--- src/rtl/efc_pkg.sv ---
package efc_pkg;
  typedef enum logic [1:0] {
    MODE_FREE   = 2'b00,
    MODE_HOLD0  = 2'b01,
    MODE_RDCLR  = 2'b10,
    MODE_FREEZE = 2'b11
  } efc_mode_e;
endpackage

--- src/rtl/efc_hit_detect.sv ---
module efc_hit_detect #(
  parameter int FLAG_W = 16
) (
  input  logic              clk,
  input  logic              rst,
  input  logic              field_done,
  input  logic [FLAG_W-1:0] err_flags,
  input  logic              crc_err,
  input  logic [FLAG_W-1:0] sens_n,
  input  logic              crc_sens,
  output logic              hit_q
);
  logic [FLAG_W-1:0] sel;
  logic              any_hit;

  // active-low mask per flag, active-high for checksum
  always_comb begin
    sel     = err_flags & ~sens_n;
    any_hit = (|sel) | (crc_err & crc_sens);
  end

  always_ff @(posedge clk) begin
    if (rst) hit_q <= 1'b0;
    else     hit_q <= field_done & any_hit;
  end

  p_nostrobe_r5: assert property (@(posedge clk) disable iff (rst)
    !field_done |=> !hit_q);
endmodule

--- src/rtl/efc_count_core.sv ---
module efc_count_core
  import efc_pkg::*;
#(
  parameter int CNT_W = 24
) (
  input  logic             clk,
  input  logic             rst,
  input  logic             hit,
  input  logic [1:0]       mode,
  input  logic             rd_req,
  output logic [CNT_W-1:0] cnt_q
);
  localparam logic [CNT_W-1:0] CNT_MAX = {CNT_W{1'b1}};
  localparam logic [CNT_W-1:0] CNT_ONE = {{(CNT_W-1){1'b0}}, 1'b1};

  efc_mode_e        md;
  logic             at_max;
  logic [CNT_W-1:0] cnt_d;

  always_comb begin
    md     = efc_mode_e'(mode);
    at_max = (cnt_q == CNT_MAX);
    cnt_d  = cnt_q;
    unique case (md)
      MODE_FREE:   if (hit && !at_max) cnt_d = cnt_q + CNT_ONE;
      MODE_HOLD0:  cnt_d = '0;
      MODE_RDCLR: begin
        if (rd_req)               cnt_d = hit ? CNT_ONE : '0;
        else if (hit && !at_max)  cnt_d = cnt_q + CNT_ONE;
      end
      MODE_FREEZE: cnt_d = cnt_q;
      default:     cnt_d = cnt_q;
    endcase
  end

  always_ff @(posedge clk) begin
    if (rst) cnt_q <= '0;
    else     cnt_q <= cnt_d;
  end

  p_step_r2: assert property (@(posedge clk) disable iff (rst)
    (mode == 2'b00) |=> (cnt_q == $past(cnt_q) || cnt_q == $past(cnt_q) + CNT_ONE));
  p_hold_r6: assert property (@(posedge clk) disable iff (rst)
    (mode == 2'b01) |=> (cnt_q == '0));
  p_rdclr_r7: assert property (@(posedge clk) disable iff (rst)
    (mode == 2'b10 && rd_req) |=> (cnt_q <= CNT_ONE));
  p_freeze_r8: assert property (@(posedge clk) disable iff (rst)
    (mode == 2'b11) |=> $stable(cnt_q));
  p_no_wrap_r9: assert property (@(posedge clk) disable iff (rst)
    (cnt_q == CNT_MAX && (mode == 2'b00 || (mode == 2'b10 && !rd_req)))
      |=> (cnt_q == CNT_MAX));
endmodule

--- src/rtl/efc_read_port.sv ---
module efc_read_port #(
  parameter int CNT_W = 24
) (
  input  logic             clk,
  input  logic             rst,
  input  logic             rd_req,
  input  logic [CNT_W-1:0] cnt,
  output logic             rd_valid,
  output logic [CNT_W-1:0] rd_count
);
  // whole-word capture in one edge
  always_ff @(posedge clk) begin
    if (rst) begin
      rd_valid <= 1'b0;
      rd_count <= '0;
    end else begin
      rd_valid <= rd_req;
      if (rd_req) rd_count <= cnt;
    end
  end

  p_capture_r10: assert property (@(posedge clk) disable iff (rst)
    rd_req |=> (rd_valid && rd_count == $past(cnt)));
  p_holddata_r10: assert property (@(posedge clk) disable iff (rst)
    !rd_req |=> (!rd_valid && $stable(rd_count)));
endmodule

--- src/rtl/errfield_counter.sv ---
module errfield_counter #(
  parameter int FLAG_W = 16,
  parameter int CNT_W  = 24
) (
  input  logic              clk,
  input  logic              rst,
  input  logic              field_done,
  input  logic [FLAG_W-1:0] err_flags,
  input  logic              crc_err,
  input  logic [FLAG_W-1:0] sens_n,
  input  logic              crc_sens,
  input  logic [1:0]        mode,
  input  logic              rd_req,
  output logic              rd_valid,
  output logic [CNT_W-1:0]  rd_count
);
  logic             hit_q;
  logic [CNT_W-1:0] cnt_q;

  efc_hit_detect #(.FLAG_W(FLAG_W)) u_hit (
    .clk(clk), .rst(rst), .field_done(field_done), .err_flags(err_flags),
    .crc_err(crc_err), .sens_n(sens_n), .crc_sens(crc_sens), .hit_q(hit_q)
  );

  efc_count_core #(.CNT_W(CNT_W)) u_cnt (
    .clk(clk), .rst(rst), .hit(hit_q), .mode(mode), .rd_req(rd_req),
    .cnt_q(cnt_q)
  );

  efc_read_port #(.CNT_W(CNT_W)) u_rd (
    .clk(clk), .rst(rst), .rd_req(rd_req), .cnt(cnt_q),
    .rd_valid(rd_valid), .rd_count(rd_count)
  );

  p_reset_r1: assert property (@(posedge clk)
    rst |=> (!rd_valid && rd_count == '0));
endmodule

--- config.mk ---
export PLATFORM = sky130hd
export DESIGN_NAME = errfield_counter
export DESIGN_NICKNAME = d
export VERILOG_FILES = /design/src/rtl/efc_pkg.sv /design/src/rtl/efc_hit_detect.sv /design/src/rtl/efc_count_core.sv /design/src/rtl/efc_read_port.sv /design/src/rtl/errfield_counter.sv
export SDC_FILE = /design/constraint.sdc
export NUM_CORES = 1
export LEC_CHECK = 0
export CAP_MARGIN = 25
export CORE_MARGIN = 5
export CORE_UTILIZATION = 59
export CTS_BUF_LIST = sky130_fd_sc_hd__clkbuf_4 sky130_fd_sc_hd__clkbuf_8
export CTS_CLUSTER_SIZE = 40
export DETAILED_ROUTE_END_ITERATION = 10
export DONT_BUFFER_PORTS = 1
export PLACE_DENSITY = 0.76
export SLEW_MARGIN = 20
export SYNTH_ARGS = -nofsm -noshare
export SYNTH_HDL_FRONTEND = slang
export SYNTH_SLANG_ARGS = --single-unit
--- constraint.sdc ---
create_clock -name clk -period 2.1 [get_ports clk]
set_clock_uncertainty 0.15 [all_clocks]
set_input_delay 0.42 -clock clk [delete_from_list [all_inputs] [get_ports clk]]
set_output_delay 0.42 -clock clk [all_outputs]
set_load 0.005 [all_outputs]
* Word-level counts from Yosys, hierarchy flattened
Index checks and enable logic that the tools add are counted. Widths: inputs -> output; s select.
Word-level totals: RAM bits 0, latch bits 0, input bits 40, memories 0, memory bits (read-only) 0, output and inout bits 25, logic and storage cells 22, bits in registers 50
Operators by class: div/mod/pow operators 0, multiplexer cells 4, add/sub/neg operators 1, bitwise gates (word level) 5, shift operators 0, multiply operators 0, reductions and logical operators 4, order comparisons 0, eq/ne operators 4
Operators with widths (number):
- $pmux 24 s3 | 1
- $mux 24 | 2
- $add 24x1->24 const B | 1
- $eq 24x24->1 const B | 1
- $and 16x16->16 | 1
- $not 16->16 | 1
- $reduce_or 16->1 | 1
- $eq 2x2->1 const B | 2
- $and 1x1->1 | 2
- $eq 2x1->1 const B | 1
- $logic_not 2->1 | 1
- $logic_and 1x1->1 | 1
- $logic_not 1->1 | 1
- $mux 1 | 1
- $or 1x1->1 | 1

* Logic depth before layout (Yosys ltp)
Gate-level depths: netlist of run 1.
depth in word-level cells 6, depth in mapped cells 8, gate-level depth less buffers 7

* By module
A second synthesis of run 1 with hierarchy kept.
Second synthesis, totals: cell total of the unflattened synthesis 270, area total of the unflattened synthesis 2431.1 um^2
By module, submodules not included:
- efc_count_core | times used 1, area each 1356.3 um^2, cells an instance 163, seq. area each 480.5 um^2
- efc_read_port | times used 1, area each 902.1 um^2, cells an instance 80, seq. area each 500.5 um^2
- efc_hit_detect | times used 1, area each 172.7 um^2, cells an instance 27, seq. area each 20.0 um^2

* Least setup slack after synthesis of run 1
OpenSTA, ideal clock, no wires.
kind reg-to-reg, start register u_cnt.cnt_q[0], end register u_cnt.cnt_q[19], path buffers 2, period minus slack after synthesis 2.222 ns, required time 1.890 ns, library setup time 0.060 ns, cell stages (with the launch flop) 9, slack -0.122 ns, data arrival time 2.011 ns, cells stage by stage dfxtp_1 ha_1 and3_1 or3b_2 clkbuf_1 nor2_1 buf_2 or4b_2 nand2_1
Between the ends: cells in the longest elaborated chain, start to end 6, elaborated cells between the ends (all ways) 7, classes of those cells add/sub: 1; eq/ne: 1; mux: 3; reduce/logical: 2
RTL lines:
- start, declared | RTL line efc_count_core.sv:11 | output logic [CNT_W-1:0] cnt_q
- start signal, assigned | RTL line efc_count_core.sv:38 | else cnt_q <= cnt_d;
- parallel branches: the longest is 3 deep, another holds $add 24x1->24
- $mux 24 * | RTL line efc_count_core.sv:25, efc_count_core.sv:29
- $mux 24 | RTL line efc_count_core.sv:28 | if (rd_req) cnt_d = hit ? CNT_ONE : '0;
- $pmux 24 s3 * | RTL line efc_count_core.sv:24 | unique case (md)
Mark *: on every way between the ends. A chain may end at the register's enable or synchronous reset.

* Worst setup path after layout of run 1
start register u_cnt.cnt_q[7], end register u_cnt.cnt_q[20]
Same word-level chain as after synthesis.

==> results of run 1 <==
-- flip-flops by register name (all words and copies together), names as in the netlist --
name           count
u_rd.rd_count     24
u_hit.hit_q        1
u_rd.rd_valid      1
u_cnt.cnt_q       24
-- per-stage QoR --
stage	TNS, ns	hold WS, ns	cell area (sq um)	power, mW
final	0	0.0286	2660	1.64
after global routing	-0.0808	0.00872	2660	1.70
after CTS	0	0.0180	2660	1.65
after detailed placement	-0.0209	0.340	2540	1.05
after global placement	0	0.341	2540	1.05
after floorplan	0	0.321	2330	1.05
-- routing by layer --
metal  vias up  global-route usage  share of wire
met5         -                   0              0
met4         0              0.0881          0.021
met2        60               0.344           0.50
met3        11              0.0582          0.072
met1       932               0.238           0.41
li1        980                   -              -
-- placed cells by master, fill, tap and decap left out, types with 2 or more instances in the layout --
master / instances
a21oi_1: 9
dfxtp_2: 2
xor2_1: 4
clkbuf_8: 7
nor2_1: 42
nor2b_1: 4
o31ai_1: 2
o22ai_1: 5
or2_2: 2
a31oi_1: 3
nor4_1: 4
and3_1: 3
inv_1: 21
ha_1: 2
nor2_2: 3
o311a_1: 3
dfxtp_1: 48
or4_1: 4
nand4_1: 4
a211oi_1: 4
o211ai_1: 5
or3_1: 2
nand3_1: 4
nor3_1: 5
a221oi_1: 2
o21ai_0: 4
mux2i_1: 25
nand2_1: 14
buf_4: 29
xnor2_1: 6
-- worst register-to-register path: stages (launching register included) --
cell	delay, ns
dfxtp_1	0.39
nand4_4	0.14
or4_4	0.64
nor4_1	0.41
xnor2_1	0.19
nor2_2	0.04
-- area by class of cell --
| class | instances | area share |
|---|---|---|
| Clock buffer | 7 | 0.0362 |
| Sequential cell | 50 | 0.377 |
| Inverter | 21 | 0.0296 |
| Clock inverter | 1 | 0.00329 |
| Tap cell | 48 | 0.0225 |
| Timing Repair Buffer | 29 | 0.0817 |
| Multi-Input combinational cell | 181 | 0.450 |
-- path summary, 6_finish.rpt --
check / slack [ns] / cells past startpoint / end / start
hold reg to reg: 0.37 / 2 / u_cnt.cnt_q[9]$_SDFFE_PP0P_ / u_cnt.cnt_q[9]$_SDFFE_PP0P_
setup / recovery: 0.05 / 5 / u_cnt.cnt_q[20]$_SDFFE_PP0P_ / u_cnt.cnt_q[7]$_SDFFE_PP0P_
hold / removal: 0.03 / 1 / u_rd.rd_count[21]$_SDFFE_PP0P_ / rst
setup reg to reg: 0.05 / 5 / u_cnt.cnt_q[20]$_SDFFE_PP0P_ / u_cnt.cnt_q[7]$_SDFFE_PP0P_
-- power groups by stage --
stage / Combinational (mW) / Clock (mW) / Sequential [mW]
finish: 0.0764 / 0.608 / 0.953
global route: 0.0847 / 0.666 / 0.954
CTS: 0.0767 / 0.622 / 0.953
detailed placement: 0.0767 / 0 / 0.976
global placement: 0.0755 / 0 / 0.976
floorplan: 0.0723 / 0 / 0.976
-- kinds of logic (layout without fill, tap and decap cells) --
logic type | Yosys count | in the layout
AND/OR/NAND/NOR | 99 | 99
flip-flops | 50 | 50
AO/OA/AOI/OAI | 44 | 44
buffers and inverters | 32 | 58
multiplexers | 25 | 25
XOR/XNOR | 10 | 10
adder cells (fa/ha/maj) | 3 | 3
-- what timing repair did --
action / 4_1_cts / 5_1_grt
setup endpoints to repair: 1 / 8
resized for setup: 2 / 2
hold buffers: 0 / 0
buffers inserted: 1 / 0
==> summary.md, run 1 <==
| Metric | Value |
|---|---|
| Status | `finished, final reports clean` |
| Initial antenna violation count | `0` |
| Die area | `0.00526 sq mm` |
| Number of synthesized flops with an enable pin | `0` |
| Syn_area_per_cell | `8.77 sq um` |
| Worst hold path type | `input pin to register` |
| Post-placement setup slack | `-0.0209 ns` |
| Worst max-slew margin expressed relative to the limit | `0.699` |
| Number of DRC violations after detailed routing | `0` |
| Data required time at the worst endpoint | `2.16 ns` |
| Adder-cell share of the synthesized area | `0.0163` |
| CTS root buffer | `clkbuf_8` |
| Wire length of the first global-routing pass | `about 8.5 mm` |
| Dominant register cell in the synthesized netlist | `dfxtp_1` |
| Cell types with the largest area share after synthesis | `dfxtp_1 (43%), mux2i_1 (11%), nor2_1 (7.0%)` |
| RSZ-0062 raised after global routing | `true` |
| Logic pwr share | `0.047` |
| Clock sink count | `50` |
| Most frequently used cell type in the post-synthesis netlist | `dfxtp_1` |
| Most used standard cells in the synthesized netlist | `dfxtp_1 (50), nor2_1 (43), mux2i_1 (25)` |
| Share of synthesized registers carrying an async set or reset | `0` |
| Cell Chain, Critical Path | `nand4_4 > or4_4 > nor4_1 > xnor2_1 > nor2_2` |
| Cell taking the most area after synthesis | `dfxtp_1` |
| Clock Latency Late Sink | `0.31 ns` |
| Cell family with the largest share of critical-path delay | `simple AND/OR/NAND/NOR gates` |
| Power Density | `615 mW/mm^2` |
| Tcrit/Tclk final | `0.976` |
| Detailed-routing iteration count for the pre-antenna-repair pass | `4` |
| Sequential cell area in the final layout | `0.00100 sq mm` |
| Kind of critical path | `register to register` |
| Max Freq | `about 0.49 GHz` |
| Biggest fanout along the worst timing path | `10` |
| Proportion of synthesized area in mux cells | `0.109` |
| Via count of the first global-routing pass | `1969` |
| Total GRT Usage | `0.203` |
| Synth cell types | `43` |
| IR Drop Worst-Case VDD | `0.000453 V` |
| Crit end category | `register` |
| Post-layout minimum cycle time | `2.05 ns` |
| Filler instances | `295` |
| Std cell rows | `22` |
| Internal portion of total power | `~1.3 mW` |
| Number of buffer and inverter instances along the worst setup path | `0` |
| Number of CTS-inserted buffers | `5` |
| Setup violation total in the final timing report | `0` |
| Remaining global-route overflow | `0` |
| Proportion of synthesized chip area in sequential cells | `0.434` |
| Average via count per standard cell | `5.88` |
| Area overhead of the layout relative to synthesis | `15.5%` |
| Combined area of the multi-input logic cells | `0.00120 sq mm` |
| Hold violation total from the final report | `0` |
| Smallest setup slack after layout | `0.0500 ns` |
| Proportion of netlist area held by the largest area contributor | `0.434` |
| Leakage power of the design | `1.08 nW` |
| Total core area | `~0.0037 sq mm` |
| Xor/xnor share of the synthesized area | `0.0380` |
| Buffers from clock root to sink, at most | `2` |
| CTS tree | `yes` |
| Post-synthesis sequential element count | `50` |
| Warning count from the yosys run | `0` |
| Area fraction in and, or, nand and nor cells after synthesis | `0.216` |
| Switching share of total power | `0.211` |
| Startpoint kind of the worst setup timing path | `register` |
| Final #Nets | `331` |
| Final core utilization | `0.717` |
| Die span in x | `72.5 microns` |
| Number of standard cells after synthesis | `about 260` |
| Part of the total power dissipated in the clock network | `0.371` |
| Slowest cell delay on critical path | `~0.64 ns` |
| Worst path arrival time | `roughly 2.1 ns` |
| Master of the slowest instance on the critical path | `or4_4` |
| Final instance count without filler cells | `337` |
| Pin count of the biggest net entering global routing | `29` |
| HPWL after detailed placement | `3.76 mm` |
| Measured slew at the worst slew-check pin | `0.447 ns` |
| Count of buffers from port buffering | `0` |
| Power spent charging and discharging nets | `0.346 mW` |
| Clock slew seen by the registers of the worst setup and hold paths | `0.09 ns` |
| Synth Area in Compound Gates | `0.131` |
| Total number of vias | `1983` |
| Routability cong. | `0.883` |
| Height of the chip | `72.5 microns` |
| Number of DRC violations after detailed-routing iteration 0 | `between 100 and 150` |
| Share of post-route cells with drive strength above 1 | `0.183` |
| Slew Viols, Final | `0` |
| Number of maximum-capacitance violations | `0` |
| Count of boundary I/O pins | `65` |
| Portion of total power attributed to sequential cells | `0.582` |
| Synthesized net count | `306` |
| Number of cells in the design after placement | `328` |
| Initial core utilization | `0.621` |
| Largest family of logic cells by synthesized area | `simple AND/OR/NAND/NOR gates` |
| Final antenna-violating net count | `0` |
| Final wirelength | `5.12 mm` |
| Routed len/inst | `15.2 microns` |
| Number of H-tree levels | `2` |
| Final antenna diode count | `0` |
| Syn Std Cell Area | `between 0.002 and 0.0025 sq mm` |
Note: power is estimated with default switching activity, not from simulation.
==> run 2, diff against run 1 <==
MAX_ROUTING_LAYER = met4   (was unset)
==> summary.md, run 2 (synthesized netlist as in run 1, its figures left out) <==
| Metric | Value |
|---|---|
| Count of buffers from port buffering | `0 (unchanged)` |
| Share of post-route cells with drive strength above 1 | `0.183 (unchanged)` |
| Count of boundary I/O pins | `65 (unchanged)` |
| Commonest cells after routing, fill and taps aside | `dfxtp_1 (48), nor2_1 (42), buf_4 (29), mux2i_1 (25), inv_1 (21)` |
| Worst hold path type | `input pin to register` |
| Part of the total power dissipated in the clock network | `0.370 (about the same)` |
| Final standard cell area without fillers | `0.00266 sq mm (unchanged)` |
| Measured slew at the worst slew-check pin | `0.450 ns (+0.00308 ns)` |
| Number of buffer and inverter instances along the worst setup path | `0 (unchanged)` |
| CTS hold repair buffers | `0 (unchanged)` |
| Number of maximum-capacitance violations | `0 (unchanged)` |
| Height of the chip | `72.5 microns (unchanged)` |
| Most frequent standard cell in the layout excluding fill and tap cells | `dfxtp_1` |
| Number of DRC violations after detailed routing | `0 (unchanged)` |
| Slowest cell delay on critical path | `0.64 ns (about the same)` |
| Setup slack of the most critical reg-to-reg path | `0.05 ns (about the same)` |
| Hold violation total from the final report | `0 (unchanged)` |
| CTS root buffer | `clkbuf_8` |
| Via count of the first global-routing pass | `1968 (-0.051%)` |
| Final antenna diode count | `0 (unchanged)` |
| Routability cong. | `0.898 (+1.7%)` |
| Switching share of total power | `0.209 (-0.00199)` |
| Clock slew seen by the registers of the worst setup and hold paths | `0.09 ns (about the same)` |
| Final core utilization | `0.717 (unchanged)` |
| Pin count of the biggest net entering global routing | `29 (unchanged)` |
| Routed len/inst | `15.1 microns (-0.35%)` |
| Internal portion of total power | `1.29 mW (about the same)` |
| Number of cells in the design after placement | `328 (unchanged)` |
| Worst max-slew margin expressed relative to the limit | `0.697 (-0.00207)` |
| Initial antenna violation count | `0 (unchanged)` |
| Worst path arrival time | `2.11 ns (about the same)` |
| HPWL after detailed placement | `3.76 mm (unchanged)` |
| Largest regs | `u_cnt.cnt_q (24), u_rd.rd_count (24)` |
| Max Freq | `0.487 GHz (about the same)` |
| Final #Nets | `331 (unchanged)` |
| Total core area | `0.00372 sq mm (unchanged)` |
| Setup violation total in the final timing report | `0 (unchanged)` |
| Logic pwr share | `0.047 (about the same)` |
| Final total negative setup slack | `0 ns (unchanged)` |
| Std cell rows | `22 (unchanged)` |
| Portion of total power attributed to sequential cells | `0.584 (+0.002)` |
| Clock sink count | `50 (unchanged)` |
| CTS tree | `yes` |
| Area overhead of the layout relative to synthesis | `15.5% (unchanged)` |
| Wire length of the first global-routing pass | `8.51 mm (about the same)` |
| Crit end category | `register` |
| Minimum hold slack | `0.0311 ns (+0.00252 ns)` |
| Number of CTS-inserted buffers | `5 (unchanged)` |
| Cell Chain, Critical Path | `nand4_4 > or4_4 > nor4_1 > xnor2_1 > nor2_2` |
| Post-layout minimum cycle time | `2.05 ns (+0.00199 ns)` |
| Status | `finished, final reports clean` |
| Remaining global-route overflow | `0 (unchanged)` |
| Leakage power of the design | `1.08 nW (unchanged)` |
| Final antenna-violating net count | `0 (unchanged)` |
| Total number of vias | `1973 (-0.50%)` |
| Cell family with the largest share of critical-path delay | `simple AND/OR/NAND/NOR gates` |
| Power Density | `613 mW/mm^2 (-0.26%)` |
| Buffers from clock root to sink, at most | `2 (unchanged)` |
| Die area | `0.00526 sq mm (unchanged)` |
| Average via count per standard cell | `5.85 (-0.50%)` |
| Total GRT Usage | `0.209 (+0.00625)` |
| IR Drop Worst-Case VDD | `0.000455 V (+0.31%)` |
| RSZ-0062 raised after global routing | `true` |
| Final wirelength | `5.10 mm (-0.35%)` |
| Data required time at the worst endpoint | `2.16 ns (about the same)` |
| Smallest setup slack after layout | `0.0480 ns (-0.00199 ns)` |
| Final instance count without filler cells | `337 (unchanged)` |
| Detailed-routing iteration count for the pre-antenna-repair pass | `4 (unchanged)` |
| Master of the slowest instance on the critical path | `or4_4` |
| Power spent charging and discharging nets | `0.342 mW (-1.2%)` |
| Biggest fanout along the worst timing path | `10 (unchanged)` |
| Post-placement setup slack | `-0.0209 ns (unchanged)` |
| Slew Viols, Final | `0 (unchanged)` |
| Clock Latency Late Sink | `0.30 ns (about the same)` |
| Initial core utilization | `0.621 (unchanged)` |
| Total chip power | `1.63 mW (-0.26%)` |
| Number of DRC violations after detailed-routing iteration 0 | `85 (-18%)` |
| Kind of critical path | `register to register` |
| Number of H-tree levels | `2 (unchanged)` |
| Placement Cell Area | `0.00254 sq mm (unchanged)` |
| Startpoint kind of the worst setup timing path | `register` |
| Tcrit/Tclk final | `0.977 (about the same)` |
| Die span in x | `72.5 microns (unchanged)` |
[run 2: worst register-to-register path, cell delays in order (launching register included)]
cell     delay [ns]
dfxtp_1        0.39
nand4_4        0.14
or4_4          0.64
nor4_1         0.41
xnor2_1        0.19
nor2_2         0.04
[run 2: power by group through the flow]
stage | logic, mW | registers [mW] | clock network [mW]
after floorplan | 0.0723 | 0.976 | 0
after global placement | 0.0755 | 0.976 | 0
after detailed placement | 0.0767 | 0.976 | 0
after CTS | 0.0767 | 0.953 | 0.622
after global routing | 0.0847 | 0.954 | 0.668
final | 0.0762 | 0.953 | 0.604
[run 2: cell type report]
cell class	instances	area (sq um)
multi-input combinational	181	1200
sequential	50	1000
tap	48	60.1
fill	295	1050
timing repair buffer	29	218
clock buffer	7	96.3
clock inverter	1	8.76
inverter	21	78.8
[run 2: timing repair]
item	in CTS	in global routing
setup buffers	1	0
resized for setup	2	2
setup endpoints to repair	1	8
pin swaps	0	1
endpoints found under the hold margin	0	0
[run 2: per-layer routing]
metal / GRT usage / part of all wire / vias to the layer above
li1: - / - / 977
met2: 0.344 / 0.50 / 50
met3: 0.0568 / 0.061 / 11
met4: 0.0881 / 0.022 / 0
met5: - / 0 / -
met1: 0.239 / 0.41 / 935
[run 2: final timing paths]
kind	startpoint	endpoint	cells past startpoint
max	u_cnt.cnt_q[7]$_SDFFE_PP0P_	u_cnt.cnt_q[20]$_SDFFE_PP0P_	5
min	rst	u_cnt.cnt_q[0]$_SDFFE_PP0P_	1
max reg2reg	u_cnt.cnt_q[7]$_SDFFE_PP0P_	u_cnt.cnt_q[20]$_SDFFE_PP0P_	5
min reg2reg	u_cnt.cnt_q[9]$_SDFFE_PP0P_	u_cnt.cnt_q[9]$_SDFFE_PP0P_	2
==> run 3, diff against run 2 <==
ABC_AREA = 1   (was unset)
==> summary.md, run 3 <==
| Metric | Value |
|---|---|
| Status | `finished, final reports clean` |
| Final total negative setup slack | `0 ns (unchanged)` |
| Number of DRC violations after detailed routing | `0 (unchanged)` |
| Detailed-routing iteration count for the pre-antenna-repair pass | `4 (unchanged)` |
| Wire length of the first global-routing pass | `8.99 mm (+5.7%)` |
| Clock sink count | `50 (unchanged)` |
| Total of cells resized after clock tree synthesis | `0 (-2)` |
| Syn_area_per_cell | `7.22 sq um (-18%)` |
| Proportion of netlist area held by the largest area contributor | `0.422 (-0.0117)` |
| Hold violation total from the final report | `0 (unchanged)` |
| Initial antenna violation count | `0 (unchanged)` |
| Setup violation total in the final timing report | `0 (unchanged)` |
| Average via count per standard cell | `5.48 (-6.3%)` |
| Total chip power | `1.72 mW (+5.1%)` |
| Syn Std Cell Area | `0.00237 sq mm (+2.8%)` |
| Share of post-route cells with drive strength above 1 | `0.109 (-0.0746)` |
| Worst max-slew margin expressed relative to the limit | `0.713 (+0.0155)` |
| CP endpoint | `u_cnt.cnt_q[10]$_SDFFE_PP0P_` |
| Final wirelength | `5.21 mm (+2.1%)` |
| Largest regs | `u_cnt.cnt_q (24), u_rd.rd_count (24)` |
| Number of standard cells after synthesis | `328 (+25%)` |
| Dominant register cell in the synthesized netlist | `dfxtp_1` |
| Post-synthesis sequential element count | `50 (unchanged)` |
| Placement Cell Area | `0.00242 sq mm (-4.6%)` |
| Worst R2R End | `u_cnt.cnt_q[10]$_SDFFE_PP0P_` |
| Met3 WL | `224 microns (-28%)` |
| Share of synthesized registers carrying an async set or reset | `0 (unchanged)` |
| Final antenna diode count | `0 (unchanged)` |
| Most frequently used cell type in the post-synthesis netlist | `nor2_1` |
| Most used standard cells in the synthesized netlist | `nor2_1 (56), dfxtp_1 (50), nand2_1 (46)` |
| Initial core utilization | `0.601 (-0.0195)` |
| Std cell rows | `23 (+4.5%)` |
| Kind of critical path | `register to register` |
| Measured slew at the worst slew-check pin | `0.430 ns (-0.0196 ns)` |
| Buffers from clock root to sink, at most | `2 (unchanged)` |
| Uppermost signal routing layer after detailed routing | `met4` |
| Most frequent standard cell in the layout excluding fill and tap cells | `nor2_1` |
| Via count of the first global-routing pass | `2000 (+1.6%)` |
| Clock Latency Late Sink | `0.31 ns (about the same)` |
| Cell Chain, Critical Path | `ha_1 > inv_1 > nor2_2 > nand2_2 > nor2_8 > nand2_4 > nand2_4 > nor2_1 > nand2_1 > nand2_1 > nor3b_2` |
| Number of H-tree levels | `2 (unchanged)` |
| Worst hold path type | `input pin to register` |
| HPWL after detailed placement | `3.93 mm (+4.6%)` |
| Max Freq | `0.526 GHz (+8.0%)` |
| Biggest fanout along the worst timing path | `7 (-3)` |
| Clock slew seen by the registers of the worst setup and hold paths | `0.09 ns (about the same)` |
| Total stage count of the critical path | `11 (+6)` |
| Leakage power of the design | `1.02 nW (-5.0%)` |
| Start point of the critical path | `u_cnt.cnt_q[0]$_SDFFE_PP0P_` |
| Pin count of the biggest net entering global routing | `44 (+52%)` |
| Height of the chip | `73.4 microns (+1.2%)` |
| Final antenna-violating net count | `0 (unchanged)` |
| Proportion of synthesized chip area in sequential cells | `0.422 (-0.0117)` |
| Area overhead of the layout relative to synthesis | `6.49%` |
| Cell taking the most area after synthesis | `dfxtp_1` |
| Post-CTS setup buffer count | `0 (-1)` |
| Post-layout minimum cycle time | `1.90 ns (-0.151 ns)` |
| Final instance count without filler cells | `381 (+13%)` |
| Synthesized net count | `371 (+21%)` |
| Warning count from the yosys run | `0 (unchanged)` |
| Die area | `0.00538 sq mm (+2.4%)` |
| Smallest setup slack after layout | `0.199 ns (+0.151 ns)` |
| Total GRT Usage | `0.221 (+0.0116)` |
| Cell family with the largest share of critical-path delay | `simple AND/OR/NAND/NOR gates` |
| Crit end category | `register` |
| Number of CTS-inserted buffers | `5 (unchanged)` |
| Number of buffer and inverter instances along the worst setup path | `1 (+1)` |
| IR Drop Worst-Case VDD | `0.000485 V (+6.6%)` |
| RSZ-0062 raised after global routing | `false` |
| Number of synthesized flops with an enable pin | `0 (unchanged)` |
| Commonest cells after routing, fill and taps aside | `nor2_1 (56), dfxtp_1 (50), nand2_1 (46), inv_1 (43), a21oi_1 (33)` |
| Crit Reg-Reg Startpoint | `u_cnt.cnt_q[0]$_SDFFE_PP0P_` |
| Cell types with the largest area share after synthesis | `dfxtp_1 (42%), nor2_1 (8.9%), nand2_1 (7.3%)` |
| Routability cong. | `0.882 (-1.8%)` |
| Count of buffers from port buffering | `0 (unchanged)` |
| Number of cells on the worst hold path | `1 (unchanged)` |
| Routed len/inst | `13.7 microns (-9.7%)` |
| CTS hold repair buffers | `0 (unchanged)` |
| WL met2 | `2.62 mm (+1.9%)` |
| Slew Viols, Final | `0 (unchanged)` |
| Startpoint kind of the worst setup timing path | `register` |
| Remaining global-route overflow | `0 (unchanged)` |
| Total core area | `0.00394 sq mm (+6.1%)` |
| Worst path arrival time | `1.96 ns (-0.15 ns)` |
| Setup slack of the most critical reg-to-reg path | `0.20 ns (+0.15 ns)` |
| Synth cell types | `31 (-28%)` |
| CTS root buffer | `clkbuf_8` |
| Tcrit/Tclk final | `0.905 (-0.0721)` |
| M1 WL | `2.29 mm (+8.4%)` |
| Final #Nets | `373 (+13%)` |
| Total number of vias | `2089 (+5.9%)` |
| Number of cells in the design after placement | `373 (+14%)` |
| Slowest cell delay on critical path | `0.41 ns (-0.23 ns)` |
| Power Density | `681 mW/mm^2 (+11%)` |
| Final core utilization | `0.640 (-0.0767)` |
| Minimum hold slack | `0.0109 ns (-0.0202 ns)` |
| Master of the slowest instance on the critical path | `dfxtp_1` |
| Post-placement setup slack | `0.231 ns (+0.251 ns)` |
| Count of boundary I/O pins | `65 (unchanged)` |
| Number of DRC violations after detailed-routing iteration 0 | `111 (+31%)` |
| CTS tree | `yes` |
| Final standard cell area without fillers | `0.00252 sq mm (-5.3%)` |
| Data required time at the worst endpoint | `2.16 ns (about the same)` |
| Die span in x | `73.4 microns (+1.2%)` |
| Number of maximum-capacitance violations | `0 (unchanged)` |
| Count of cells along the worst register-to-register path | `11 (+6)` |
[run 3: cell count changes after synthesis, sizes merged, moves of 5 or more]
cell   change
nor2b      -5
or4        -5
mux2i     -25
o21ai     +28
inv       +25
nand2     +37
xnor2      -6
nor2      +19
nand3      +6
a21oi     +25
[run 3: cell families (layout without fill, tap and decap cells)]
family,count (synthesis),in the layout,synth area share
and+or+nand+nor,142,142,0.292
AOI/OAI and AO/OA,77,77,0.174
adders and majority gates,3,3,0.0158
buffers and inverters,55,58,0.0887
DFF,50,50,0.422
xor gates and xnor gates,1,1,0.00687
[run 3: report_power, final]
| group | switching [mW] | internal (mW) | total [mW] | leakage (nW) |
|---|---|---|---|---|
| clock | 0.333 | 0.272 | 0.605 | 0.0478 |
| sequential | 0.0222 | 0.974 | 0.997 | 0.408 |
| combinational | 0.0711 | 0.0451 | 0.116 | 0.568 |
[run 3: worst min path at each step]
stage               slack, ns                          from                      endpoint
floorplan                0.31  u_cnt.cnt_q[17]$_SDFFE_PP0P_  u_cnt.cnt_q[17]$_SDFFE_PP0P_
global placement         0.33                           rst   u_cnt.cnt_q[0]$_SDFFE_PP0P_
detailed placement       0.34                           rst   u_cnt.cnt_q[0]$_SDFFE_PP0P_
CTS                     0.007                           rst   u_cnt.cnt_q[0]$_SDFFE_PP0P_
global route          0.00005                           rst   u_cnt.cnt_q[0]$_SDFFE_PP0P_
finish                   0.01                           rst   u_cnt.cnt_q[0]$_SDFFE_PP0P_
[run 3: final cells by class]
cell class | instances | area (sq um)
Tap cell | 50 | 62.6
Multi-Input combinational cell | 223 | 1160
Clock buffer | 6 | 82.6
Sequential cell | 50 | 1000
Fill cell | 349 | 1420
Inverter | 46 | 173
Timing Repair Buffer | 4 | 30.0
Clock inverter | 2 | 16.3
[run 3: layer usage]
layer | up-vias | track usage
met2 | 37 | 0.374
li1 | 1074 | -
met5 | - | -
met3 | 7 | 0.0534
met4 | 0 | 0.0604
met1 | 971 | 0.261
